--- config.mk ---
export PLATFORM = sky130hd
export DESIGN_NAME = irq_steer_ctrl
export DESIGN_NICKNAME = d
export VERILOG_FILES = /design/src/rtl/irqc_pkg.sv /design/src/rtl/irqc_sync.sv /design/src/rtl/irqc_latch.sv /design/src/rtl/irqc_regs.sv /design/src/rtl/irqc_out.sv /design/src/rtl/irq_steer_ctrl.sv
export SDC_FILE = /design/constraint.sdc
export NUM_CORES = 1
export LEC_CHECK = 0
export ABC_AREA = 0
export BUFFER_PORTS_ARGS = -buffer_cell sky130_fd_sc_hd__buf_2
export CORE_MARGIN = 2
export CORE_UTILIZATION = 40
export CTS_CLUSTER_SIZE = 28
export DETAILED_ROUTE_END_ITERATION = 7
export GPL_TIMING_DRIVEN = 1
export PLACE_DENSITY = 0.68
export SYNTH_ARGS = -nofsm -noshare
export SYNTH_HDL_FRONTEND = slang
export SYNTH_HIERARCHICAL = 1
export SYNTH_SLANG_ARGS = --single-unit
--- constraint.sdc ---
create_clock -name clk -period 2.4 [get_ports clk]
set_clock_uncertainty 0.15 [all_clocks]
set_input_delay 0.12 -clock clk [delete_from_list [all_inputs] [get_ports clk]]
set_output_delay 0.12 -clock clk [all_outputs]
set_load 0.03 [all_outputs]
--- src/rtl/irqc_pkg.sv ---
package irqc_pkg;

    localparam int unsigned NSRC = 32;
    localparam int unsigned DW   = 32;
    localparam int unsigned AW   = 8;

    localparam logic [AW-1:0] OFF_ENABLE = 8'h00;
    localparam logic [AW-1:0] OFF_PEND   = 8'h04;
    localparam logic [AW-1:0] OFF_ACTIVE = 8'h08;
    localparam logic [AW-1:0] OFF_POLAR  = 8'h0C;
    localparam logic [AW-1:0] OFF_MODE   = 8'h10;
    localparam logic [AW-1:0] OFF_ROUTE  = 8'h14;

    typedef logic [NSRC-1:0] src_vec_t;

    typedef enum logic [2:0] {
        SEL_NONE,
        SEL_ENABLE,
        SEL_PEND,
        SEL_ACTIVE,
        SEL_POLAR,
        SEL_MODE,
        SEL_ROUTE
    } reg_sel_e;

    typedef struct packed {
        src_vec_t enable;
        src_vec_t polar;
        src_vec_t mode;
        src_vec_t route;
    } line_cfg_t;

    function automatic reg_sel_e decode_addr(logic [AW-1:0] a);
        case (a)
            OFF_ENABLE: return SEL_ENABLE;
            OFF_PEND:   return SEL_PEND;
            OFF_ACTIVE: return SEL_ACTIVE;
            OFF_POLAR:  return SEL_POLAR;
            OFF_MODE:   return SEL_MODE;
            OFF_ROUTE:  return SEL_ROUTE;
            default:    return SEL_NONE;
        endcase
    endfunction

    function automatic src_vec_t level_active(src_vec_t lvl, src_vec_t polar);
        return ~(lvl ^ polar);
    endfunction

    function automatic src_vec_t edge_hit(src_vec_t cur, src_vec_t prev, src_vec_t polar);
        return (polar & cur & ~prev) | (~polar & ~cur & prev);
    endfunction

endpackage

--- src/rtl/irqc_sync.sv ---
module irqc_sync
    import irqc_pkg::*;
#(
    parameter int unsigned STAGES = 2
) (
    input  logic     clk,
    input  logic     rst,
    input  src_vec_t req_async,
    output src_vec_t req_sync,
    output src_vec_t req_prev
);

    localparam int unsigned LAST = STAGES - 1;

    src_vec_t chain [STAGES];

    for (genvar g = 0; g < STAGES; g++) begin : g_stage
        if (g == 0) begin : g_first
            always_ff @(posedge clk) begin
                if (rst) chain[g] <= '0;
                else     chain[g] <= req_async;
            end
        end else begin : g_next
            always_ff @(posedge clk) begin
                if (rst) chain[g] <= '0;
                else     chain[g] <= chain[g-1];
            end
        end
    end

    always_ff @(posedge clk) begin
        if (rst) req_prev <= '0;
        else     req_prev <= chain[LAST];
    end

    assign req_sync = chain[LAST];

endmodule

--- src/rtl/irqc_latch.sv ---
module irqc_latch
    import irqc_pkg::*;
(
    input  logic     clk,
    input  logic     rst,
    input  src_vec_t req_sync,
    input  src_vec_t req_prev,
    input  src_vec_t polar,
    input  src_vec_t mode,
    input  src_vec_t ack,
    output src_vec_t pend_q
);

    src_vec_t evt;
    src_vec_t lvl;
    src_vec_t pend_d;

    always_comb begin
        evt    = edge_hit(req_sync, req_prev, polar);
        lvl    = level_active(req_sync, polar);
        pend_d = (mode & ((pend_q & ~ack) | evt)) | (~mode & lvl);
    end

    always_ff @(posedge clk) begin
        if (rst) pend_q <= '0;
        else     pend_q <= pend_d;
    end


    edge_hold_chk: assert property (@(posedge clk) disable iff (rst)
        (($past(pend_q & mode & ~ack) & mode & ~pend_q) == '0));


    edge_wins_chk: assert property (@(posedge clk) disable iff (rst)
        (($past(evt & mode) & ~pend_q) == '0));

endmodule

--- src/rtl/irqc_regs.sv ---
module irqc_regs
    import irqc_pkg::*;
(
    input  logic          clk,
    input  logic          rst,
    input  logic [AW-1:0] bus_addr,
    input  logic          bus_we,
    input  logic [DW-1:0] bus_wdata,
    input  src_vec_t      pend_q,
    input  src_vec_t      active,
    output line_cfg_t     cfg,
    output src_vec_t      ack,
    output logic [DW-1:0] bus_rdata
);

    reg_sel_e sel;

    assign sel = decode_addr(bus_addr);

    always_ff @(posedge clk) begin
        if (rst) begin
            cfg <= '0;
        end else if (bus_we) begin
            unique case (sel)
                SEL_ENABLE: cfg.enable <= bus_wdata[NSRC-1:0];
                SEL_POLAR:  cfg.polar  <= bus_wdata[NSRC-1:0];
                SEL_MODE:   cfg.mode   <= bus_wdata[NSRC-1:0];
                SEL_ROUTE:  cfg.route  <= bus_wdata[NSRC-1:0];
                default: ;
            endcase
        end
    end

    assign ack = (bus_we && sel == SEL_PEND) ? bus_wdata[NSRC-1:0] : '0;

    always_comb begin
        unique case (sel)
            SEL_ENABLE: bus_rdata = DW'(cfg.enable);
            SEL_PEND:   bus_rdata = DW'(pend_q);
            SEL_ACTIVE: bus_rdata = DW'(active);
            SEL_POLAR:  bus_rdata = DW'(cfg.polar);
            SEL_MODE:   bus_rdata = DW'(cfg.mode);
            SEL_ROUTE:  bus_rdata = DW'(cfg.route);
            default:    bus_rdata = '0;
        endcase
    end


    cfg_reset_chk: assert property (@(posedge clk) disable iff (rst)
        $past(rst) |-> (cfg == '0));


    active_wr_ignored_chk: assert property (@(posedge clk) disable iff (rst)
        $past(bus_we && sel == SEL_ACTIVE) |-> $stable(cfg));

endmodule

--- src/rtl/irqc_out.sv ---
module irqc_out
    import irqc_pkg::*;
(
    input  logic     clk,
    input  logic     rst,
    input  src_vec_t active,
    input  src_vec_t route,
    output logic     req_norm_q,
    output logic     req_fast_q
);

    always_ff @(posedge clk) begin
        if (rst) begin
            req_norm_q <= 1'b0;
            req_fast_q <= 1'b0;
        end else begin
            req_norm_q <= |(active & ~route);
            req_fast_q <= |(active & route);
        end
    end


    norm_source_chk: assert property (@(posedge clk) disable iff (rst)
        req_norm_q |-> |($past(active & ~route)));


    fast_source_chk: assert property (@(posedge clk) disable iff (rst)
        req_fast_q |-> |($past(active & route)));


    quiet_drop_chk: assert property (@(posedge clk) disable iff (rst)
        (active == '0) |=> (!req_norm_q && !req_fast_q));

endmodule

--- src/rtl/irq_steer_ctrl.sv ---
module irq_steer_ctrl
    import irqc_pkg::*;
#(
    parameter int unsigned SYNC_STAGES = 2
) (
    input  logic            clk,
    input  logic            rst,
    input  logic [AW-1:0]   bus_addr,
    input  logic            bus_we,
    input  logic [DW-1:0]   bus_wdata,
    output logic [DW-1:0]   bus_rdata,
    input  logic [NSRC-1:0] irq_in,
    output logic            req_norm,
    output logic            req_fast
);

    line_cfg_t cfg;
    src_vec_t  ack;
    src_vec_t  req_sync;
    src_vec_t  req_prev;
    src_vec_t  pend_q;
    src_vec_t  active;

    assign active = pend_q & cfg.enable;

    irqc_sync #(.STAGES(SYNC_STAGES)) u_sync (
        .clk       (clk),
        .rst       (rst),
        .req_async (irq_in),
        .req_sync  (req_sync),
        .req_prev  (req_prev)
    );

    irqc_latch u_latch (
        .clk      (clk),
        .rst      (rst),
        .req_sync (req_sync),
        .req_prev (req_prev),
        .polar    (cfg.polar),
        .mode     (cfg.mode),
        .ack      (ack),
        .pend_q   (pend_q)
    );

    irqc_regs u_regs (
        .clk       (clk),
        .rst       (rst),
        .bus_addr  (bus_addr),
        .bus_we    (bus_we),
        .bus_wdata (bus_wdata),
        .pend_q    (pend_q),
        .active    (active),
        .cfg       (cfg),
        .ack       (ack),
        .bus_rdata (bus_rdata)
    );

    irqc_out u_out (
        .clk        (clk),
        .rst        (rst),
        .active     (active),
        .route      (cfg.route),
        .req_norm_q (req_norm),
        .req_fast_q (req_fast)
    );

endmodule

# Word level (Yosys, flattened, before mapping)
# Memory sizes are Yosys's and may differ from the RTL's.
# Cells that the tools add are included.
[word_totals]
ff_bits = 194
mem_bits_rw = 64
in_bits = 75
out_inout_bits = 34
elab_cells = 59
n_memories = 1
[op_classes]
eq_ne = 11
n_mux = 8
bitwise_logic = 23
n_reduce_logical = 8
[memory_table]
columns = ["memory", "words", "word_bits", "rd", "rd_clocked_by_memory_dff", "write_ports", "line_no", "source"]
rows = [
  ["u_sync.chain", 2, 32, 2, 0, 2, "irqc_sync.sv:15", "src_vec_t chain [STAGES];"],
]
[op_table]
columns = ["operator", "count"]
rows = [
  ["32-bit bitwise AND", 10],
  ["32-bit NOT", 7],
  ["32-bit one-hot mux with 6 select lines", 1],
  ["32-bit 2-to-1 mux", 3],
  ["32-bit bitwise OR", 3],
  ["32-bit OR reduction", 2],
  ["32-bit bitwise XOR", 1],
  ["3-bit one-hot mux with 6 select lines", 1],
  ["8-bit by 4-bit equality test with 1-bit output, second input constant", 2],
  ["8-bit by 5-bit equality test with 1-bit output, second input constant", 2],
  ["3-bit equality test, second input constant", 3],
  ["8-bit by 3-bit equality test with 1-bit output, second input constant", 1],
  ["8-bit logical NOT", 1],
  ["2-bit AND reduction", 4],
  ["3-bit by 2-bit equality test with 1-bit output, second input constant", 2],
  ["3-bit by 1-bit equality test with 1-bit output, second input constant", 1],
  ["1-bit 2-to-1 mux", 3],
  ["1-bit bitwise OR", 2],
  ["1-bit logical AND", 1],
]

# Logic depth before layout (Yosys ltp)
# Gate-level depths: netlist of the first run.
[depth]
ltp_word = 10
mapped_depth = 6
depth_no_buf = 5

# Cells and area by module
# Netlist of the first run, hierarchy kept.
[by_module_without_submodules]
columns = ["module", "instances", "cells_per_inst", "area_each_um2", "seq_area_each_um2"]
rows = [
  ["irqc_regs", 1, 765, 7121.8, 2562.5],
  ["irqc_latch", 1, 291, 2904.0, 640.6],
  ["irqc_sync", 1, 202, 2600.0, 1921.8],
  ["irqc_out", 1, 77, 459.2, 40.0],
  ["irq_steer_ctrl", 1, 32, 200.2, 0.0],
]

# Least setup slack after synthesis of the first run
# No wires, ideal clock.
[synth_path]
path_type = "input -> register"
from = "in bus_addr[4]"
to = "reg u_latch.pend_q[10]"
setup_time_ns = 0.132
t_arrival_ns = 1.583
required_time_ns = 2.118
path_slack_ns = 0.535
stages = 6
path_buffers = 1
cell_sequence = "or3b_1 > nor4b_1 > clkbuf_1 > and2_1 > nand2b_1 > a311oi_2"
[synth_via]
elab_chain_len = 10
word_cells_on_any_way = 15
classes_between = "eq/ne: 6; mux: 2; bitwise: 5; reduce/logical: 2"
[synth_rtl]
columns = ["item", "line_no", "source"]
rows = [
  ["from (decl)", "irq_steer_ctrl.sv:8", "input logic [AW-1:0] bus_addr,"],
  ["8-bit by 5-bit equality test with 1-bit output (tied with other cells)", "irqc_pkg.sv:34", "case (a)"],
  ["3-bit one-hot mux with 6 select lines (*)", "irqc_pkg.sv:34", ""],
  ["3-bit by 2-bit equality test with 1-bit output (*)", "irqc_regs.sv:34", "assign ack = (bus_we && sel == SEL_PEND) ? bus_wdata[NSRC-1:0] : '0;"],
  ["1-bit logical AND (*)", "irqc_regs.sv:34", ""],
  ["32-bit 2-to-1 mux (*)", "irqc_regs.sv:34", ""],
  ["via ack[10]", "irq_steer_ctrl.sv:18", "src_vec_t ack;"],
  ["32-bit NOT (*)", "irqc_latch.sv:21", "pend_d = (mode & ((pend_q & ~ack) | evt)) | (~mode & lvl);"],
  ["32-bit bitwise AND (*)", "irqc_latch.sv:21", ""],
  ["32-bit bitwise OR (*)", "irqc_latch.sv:21", ""],
  ["32-bit bitwise AND (*)", "irqc_latch.sv:21", ""],
  ["32-bit bitwise OR (*)", "irqc_latch.sv:21", ""],
  ["to (signal assigned)", "irqc_latch.sv:26", "else pend_q <= pend_d;"],
  ["to (decl)", "irqc_latch.sv:11", "output src_vec_t pend_q"],
]
# Mark *: on every way through the listed nets, which the timed path passes. The rest lies on a longest branch.
# A chain may end at the register's enable or synchronous reset.

# Final worst setup path of the first run
[layout_path]
from = "reg u_latch.pend_q[10]"
to = "out bus_rdata[10]"
[layout_via]
elab_chain_len = 2
[layout_rtl]
columns = ["item", "line_no", "source"]
rows = [
  ["32-bit bitwise AND", "irq_steer_ctrl.sv:24", "assign active = pend_q & cfg.enable;"],
  ["via active[10]", "irq_steer_ctrl.sv:22", "src_vec_t active;"],
  ["32-bit one-hot mux with 6 select lines", "irqc_regs.sv:37", "unique case (sel)"],
  ["to (decl)", "irq_steer_ctrl.sv:11", "output logic [DW-1:0] bus_rdata,"],
]
# The timed path passes the listed nets, and every way through them passes these cells.

==> flow_summary_export.csv, run 1 <==
group,metric,value,unit
cts,numCtsBuffers,29,
floorplanning,die_width,186,um
worst_setup_path,worst_ep_arrival_time,1.90,ns
synthesis,postSynthNetCount,1506,
cts,number_of_setup_buffers_added_after_cts,0,
final_layout,num-nets-final,1649,
route,route.antenna.remaining_nets,0,
cts,clock_tree.buffer_depth,3,
worst_setup_path,worst_setup_path_start_kind,"register",
cts,post_cts_hold_buffer_count,71,
flow_run,cap_viol_max_count,0,
cts,path_clk_slew,0.06,ns
placed_design,post-dp-hpwl,21300,um
global_routing,groute.usage.overall,19.7,%
floorplanning,initial_core_util,40.7,%
final_layout,drive_above_1_share,14.4,%
floorplanning,die_y,186,um
power,power.static_leakage,0.00692,uW
worst_setup_path,path_max_fanout,3,
cts,worst_skew_pair.late_latency,0.53,ns
synthesis,syn_area_per_cell,9.72,sq um
cts,cts.htree.levels,1,
floorplanning,floorplan.die_area,0.0347,sq mm
final_layout,area_growth,20.6,%
cts,cts_num_sinks,258,
global_routing,maximum_number_of_pins_on_one_net_before_global_route_repair,100,
global_routing,grt_pass1_vias,10000,
synthesis,synthTopCellsByArea,"dfxtp_1 39%, mux2i_1 12%, nand2b_1 9.0%, nor2b_1 6.1%, ha_1 6.0%",
synthesis,yosys.cell_count.top_type,"dfxtp_1",
synthesis,synth_sequential_area_ratio,38.9,%
route,drt-wirelength-per-cell,17.4,um
global_routing,global_route_wire_length_before_repair,54200,um
synthesis,synth.cell_area,0.0133,sq mm
cts,cts.repair.resized,0,
synthesis,number_of_synthesized_flops_with_an_enable_pin,0,
synthesis,ys.flop_type,"dfxtp_1",
timing,slew_headroom,54.4,%
timing,final_max_slew_viol_count,0,
worst_setup_path,timing.critical_path.to_type,"output port",
timing,fmaxAchievable,460,MHz
global_routing,number_of_antenna_violations_at_the_first_check_in_global_routing,1,
timing,fin_tns_setup,0,ns
global_routing,globalRouteOverflowTotal,0,
hold_path,hold_path_class,"input pin to register",
placed_design,port_buffers,108,
route,dr_total_vias,10300,
power,irDropWorstVdd,0.000486,V
cts,tritoncts_clock_tree,"built",
timing,final.period_utilization,90.5,%
route,drc,0,
synthesis,synth_commonest_cells,"258 x dfxtp_1, 192 x nand2b_1, 160 x mux2i_1",
timing,setup_violations,0,
final_layout,nFillCells,3059,
synthesis,yosysUniqueCellTypes,33,
timing,setup_repair_after_global_routing_missed_its_margin,"no",
route,detailedRoute.firstIterationViolations,680,
synthesis,top_area_cell_type_share_of_the_netlist_area,38.9,%
final_layout,layout.core_utilization,49.1,%
timing,finalWorstPathRequiredPeriod,2.17,ns
run_status,outcome,"finished clean",
worst_setup_path,timing.critical_path.required,2.13,ns
floorplanning,floorplan.rows,66,
route,detailedRoute.firstPassIterationCount,5,
route,totalWireLength,34400,um
route,vias_per_cell,5.22,
final_layout,total_area_of_sequential_cells,0.00516,sq mm
synthesis,synth_async_sr_flop_share,0,%
timing,final_hold_vio_count,0,
cts,clockRootBuffer,"clkbuf_16",
floorplanning,boundaryPins,109,
worst_setup_path,reg2reg_setup_slack,0.57,ns
placed_design,final_wtd_congestion,0.787,
power,pwr_density_cell,603,mW/mm^2
placed_design,dp_slack,0.336,ns
synthesis,netlist.top_cell.by_area,"dfxtp_1",
synthesis,ys.warnings.count,6,
timing,setup_ws,0.228,ns
final_layout,multi_input_area,0.00738,sq mm
worst_setup_path,worst-setup-path-type,"register to output port",
floorplanning,design.core.area,0.0326,sq mm
synthesis,synthesis.instances,1367,
timing,worstMarginPinSlew,0.684,ns
synthesis,postSynthRegisterBits,258,
-- area by class of cell --
class                           count  area share [%]
Tap cell                          442            3.45
Multi-Input combinational cell    922            46.1
Timing Repair Buffer              203            9.77
Sequential cell                   258            32.2
Clock buffer                       45            5.65
Antenna cell                        1          0.0156
Inverter                           96            2.25
Clock inverter                      8           0.562
-- through the flow --
stage	total power, uW	area, sq um	cells	hold WS [ns]
2_1_floorplan	4890	13300	1367	0.0421
5_1_grt	10000	16000	1974	0.0852
6_report	9660	16000	1975	0.0861
3_3_place_gp	5100	14300	1850	0.177
4_1_cts	9750	16000	1974	0.0648
3_5_place_dp	5110	14300	1850	0.185
-- metal layers --
layer  global-route usage [%]  share of wire, %
met1                     27.4                47
met2                     31.4                45
met3                     2.92               5.7
met4                     6.14               2.8
met5                        0                 0
-- final timing paths --
| path | start | end | cells after the start |
|---|---|---|---|
| min | bus_we | u_regs/cfg[28] | 4 |
| max | u_latch/pend_q[10] | bus_rdata[10] | 5 |
| min reg2reg | u_sync/chain[0][22] | u_sync/chain[1][22] | 1 |
| max reg2reg | u_latch/pend_q[14] | u_out/req_norm_q | 5 |
-- state kept, by name (all words and copies together) (netlist names) --
register,cells
u_regs/cfg,128
u_sync/chain,64
u_latch/pend_q,32
u_sync/req_prev,32
u_out/req_fast_q,1
u_out/req_norm_q,1
-- logic make-up after synthesis --
logic type               after synthesis  share of synthesized area (%)
AND/OR/NAND/NOR                      537                           26.2
AO/OA/AOI/OAI                        161                           11.0
multiplexers                         160                           12.1
flip-flops                           258                           38.9
buffers and inverters                187                           5.83
adder cells (fa/ha/maj)               64                           6.03
-- cell usage in the layout (no fill, tap or decap) --
master	synthesis	final
bufinv_16	0	2
clkbuf_1	62	4
a41oi_1	1	1
buf_4	1	14
a22oi_2	2	2
and2_1	64	64
ha_1	64	64
nor4_1	6	5
buf_12	0	10
a311oi_1	2	2
o211ai_1	32	32
and3b_1	64	64
clkinv_2	0	6
or4b_1	1	1
nor4b_2	1	1
nand2b_1	192	192
nor2b_2	0	2
nand2_1	1	1
nor4b_4	1	2
o22ai_1	16	16
or3b_1	1	1
o2111ai_1	32	32
nand4_1	7	7
buf_2	13	107
a311oi_2	30	30
nor4_4	0	1
and4_1	1	1
clkbuf_8	0	13
diode_2	0	1
dlygate4sd3_1	0	71
a22oi_1	46	46
nor2_1	2	1
mux2i_1	160	160
inv_1	96	96
nor2b_1	130	128
nor2_2	0	1
nand3_1	64	64
dfxtp_1	258	258
nor4_2	1	1
clkbuf_16	0	29
-- where the power goes --
part / leakage, uW / total (uW) / switching, uW / internal (uW)
logic: 0.00431 / 660 / 340 / 320
registers: 0.00211 / 4450 / 61.7 / 4390
clock network: 0.000500 / 4550 / 1760 / 2790
-- critical path, stage by stage, from the launching register on --
cell	delay, ns
dfxtp_1	0.32
and2_1	0.19
and3b_1	0.18
o211ai_1	0.16
o2111ai_1	0.25
buf_2	0.27
(Power assumes the default switching activity.)
==> run 2, diff against run 1 <==
- CTS_CLUSTER_DIAMETER: not set -> 100
- HOLD_SLACK_MARGIN: not set -> 0.12
==> run 2 against run 1 <==
  * Die area did not move
  * Core utilization fell by 1.1 points
  * Combinational power rose by 3.8%
  * Global-route usage fell by 0.052 points
  * Worst setup slack got worse by 0.13 ns
  * Routed wire length fell by 0.24%
  * Register-to-register slack improved by 0.05 ns
  * Flip-flop and latch count did not move
  * Sequential power barely moved
  * Final area fell by 2.2%
  * Sequential share of layout area rose by 0.71 points
  * Final cell count fell by 0.61%
==> flow_summary_export.csv, run 2 (synthesis results as in run 1) <==
group,metric,value,unit
final_layout,num-nets-final,1655,
timing,final_hold_vio_count,0,
worst_setup_path,path_max_fanout,12,
final_layout,area_growth,18.0,%
route,dr_total_vias,10300,
cts,cts_num_sinks,258,
timing,slew_headroom,55.6,%
route,totalWireLength,34300,um
timing,fmaxAchievable,434,MHz
power,power.static_leakage,0.00674,uW
worst_setup_path,regToRegEndpoint,"u_out/req_norm_q",
timing,final.period_utilization,95.9,%
final_layout,drive_above_1_share,12.6,%
worst_setup_path,cp-endpoint,"u_regs/cfg[127]",
placed_design,dp_slack,0.336,ns
timing,finalWorstPathRequiredPeriod,2.30,ns
route,route.antenna.remaining_nets,0,
floorplanning,die_y,186,um
route,detailedRoute.firstPassIterationCount,5,
power,pwr_density_cell,502,mW/mm^2
cts,clockRootBuffer,"clkbuf_16",
final_layout,nFillCells,3083,
worst_setup_path,timing.critical_path.to_type,"register",
floorplanning,design.core.area,0.0326,sq mm
placed_design,post-dp-hpwl,21300,um
worst_setup_path,worst_setup_path_start_kind,"input pin",
final_layout,largest_registers,"u_regs/cfg: 128 flops, u_sync/chain: 64 flops",
final_layout,mostFrequentLayoutCells,"258 x dfxtp_1, 192 x nand2b_1, 160 x mux2i_1",
floorplanning,floorplan.die_area,0.0347,sq mm
hold_path,hold_path_class,"input pin to register",
timing,setup_ws,0.0976,ns
final_layout,largest_register_ffs,128,
worst_setup_path,reg2reg_setup_slack,0.62,ns
final_layout,total_area_of_sequential_cells,0.00516,sq mm
worst_setup_path,timing.critical_path.cells,"dlygate4sd3_1, buf_2, or3b_1, nor4b_4, dlygate4sd3_1, buf_4, mux2i_1",
worst_setup_path,worst_ep_arrival_time,2.60,ns
floorplanning,floorplan.rows,66,
worst_setup_path,max_stage_delay,0.57,ns
worst_setup_path,timing.critical_path.required,2.69,ns
timing,setup_violations,0,
final_layout,layout_commonest_cell,"dfxtp_1",
worst_setup_path,reg2reg_from,"u_latch/pend_q[14]",
worst_setup_path,critical-path-slowest-cell,"dlygate4sd3_1",
timing,fin_tns_setup,0,ns
cts,cts.htree.levels,1,
route,vias_per_cell,5.22,
floorplanning,boundaryPins,109,
final_layout,multi_input_area,0.00738,sq mm
cts,worst_skew_pair.late_latency,0.51,ns
floorplanning,die_width,186,um
timing,worstMarginPinSlew,0.666,ns
placed_design,final_wtd_congestion,0.787,
worst_setup_path,worst_setup_path_startpoint,"bus_we",
placed_design,port_buffers,108,
cts,clock_tree.buffer_depth,3,
global_routing,globalRouteOverflowTotal,0,
worst_setup_path,worst_path_most_repeated_cell,"dlygate4sd3_1",
floorplanning,initial_core_util,40.7,%
run_status,outcome,"finished clean",
global_routing,global_route_wire_length_before_repair,54000,um
final_layout,layout.cell_area.non_filler,0.0157,sq mm
worst_setup_path,timing.reg2reg.worst_path_depth,5,
power,irDropWorstVdd,0.000417,V
timing,setup_repair_after_global_routing_missed_its_margin,"no",
global_routing,grt_pass1_vias,9948,
route,drt-wirelength-per-cell,17.5,um
final_layout,antenna_diode_instance_count,0,
route,drc,0,
cts,number_of_setup_buffers_added_after_cts,0,
route,detailedRoute.firstIterationViolations,706,
cts,numCtsBuffers,14,
timing,worst_hold_slack_after_final_layout,0.205,ns
cts,path_clk_slew,0.11,ns
global_routing,number_of_antenna_violations_at_the_first_check_in_global_routing,0,
final_layout,registers.top_by_ff_count,"u_regs/cfg",
global_routing,groute.usage.overall,19.6,%
placed_design,dpl_cell_area,0.0143,sq mm
cts,tritoncts_clock_tree,"built",
worst_setup_path,worst-setup-path-type,"input pin to register",
global_routing,maximum_number_of_pins_on_one_net_before_global_route_repair,100,
flow_run,cap_viol_max_count,0,
timing,final_max_slew_viol_count,0,
[run 2: stage by stage]
step | cells | power, uW | util, %
5_1_grt | 1963 | 8160 | 48.1
6_report | 1963 | 7880 | 48.1
3_5_place_dp | 1850 | 5110 | 43.9
4_1_cts | 1963 | 7980 | 48.1
2_1_floorplan | 1367 | 4890 | -
3_3_place_gp | 1850 | 5100 | 43.9
[run 2: per-layer routing]
layer / vias up / track usage [%] / part of all wire, %
li1: 5004 / - / -
met3: 54 / 2.51 / 5.6
met4: 0 / 5.92 / 2.8
met5: - / 0 / 0
met2: 292 / 31.6 / 45
met1: 4904 / 27.5 / 46
[run 2: final cells by class]
cell class	count	area share [%]
Clock buffer	16	2.42
Clock inverter	5	0.399
Inverter	96	2.30
Multi-Input combinational cell	922	47.1
Sequential cell	258	32.9
Tap cell	442	3.53
Timing Repair Buffer	224	11.3
[run 2: critical path: cells and delay by family]
family	cells	cell delay, ns
buffers and inverters	4	1.52
multiplexers	1	0.23
AND/OR/NAND/NOR	2	0.70
[run 2: worst min path at each step]
stage | start | cells past startpoint | slack [ns] | to
2_1_floorplan | rst | 1 | 0.04 | u_latch/pend_q[14]
3_3_place_gp | irq_in[3] | 2 | 0.18 | u_sync/chain[0][3]
3_5_place_dp | irq_in[27] | 2 | 0.18 | u_sync/chain[0][27]
4_1_cts | irq_in[7] | 3 | 0.18 | u_sync/chain[0][7]
5_1_grt | irq_in[3] | 3 | 0.22 | u_sync/chain[0][3]
6_report | irq_in[5] | 3 | 0.20 | u_sync/chain[0][5]
[run 2: power by group]
group | switching, uW | total, uW | internal [uW]
Combinational | 344 | 685 | 341
Sequential | 60.9 | 4440 | 4380
Clock | 1550 | 2750 | 1190
[run 2: timing repair]
action | in CTS | in global routing
hold buffers | 92 | 0
gates resized for setup | 0 | 0
endpoints found under the hold margin | 229 | 0
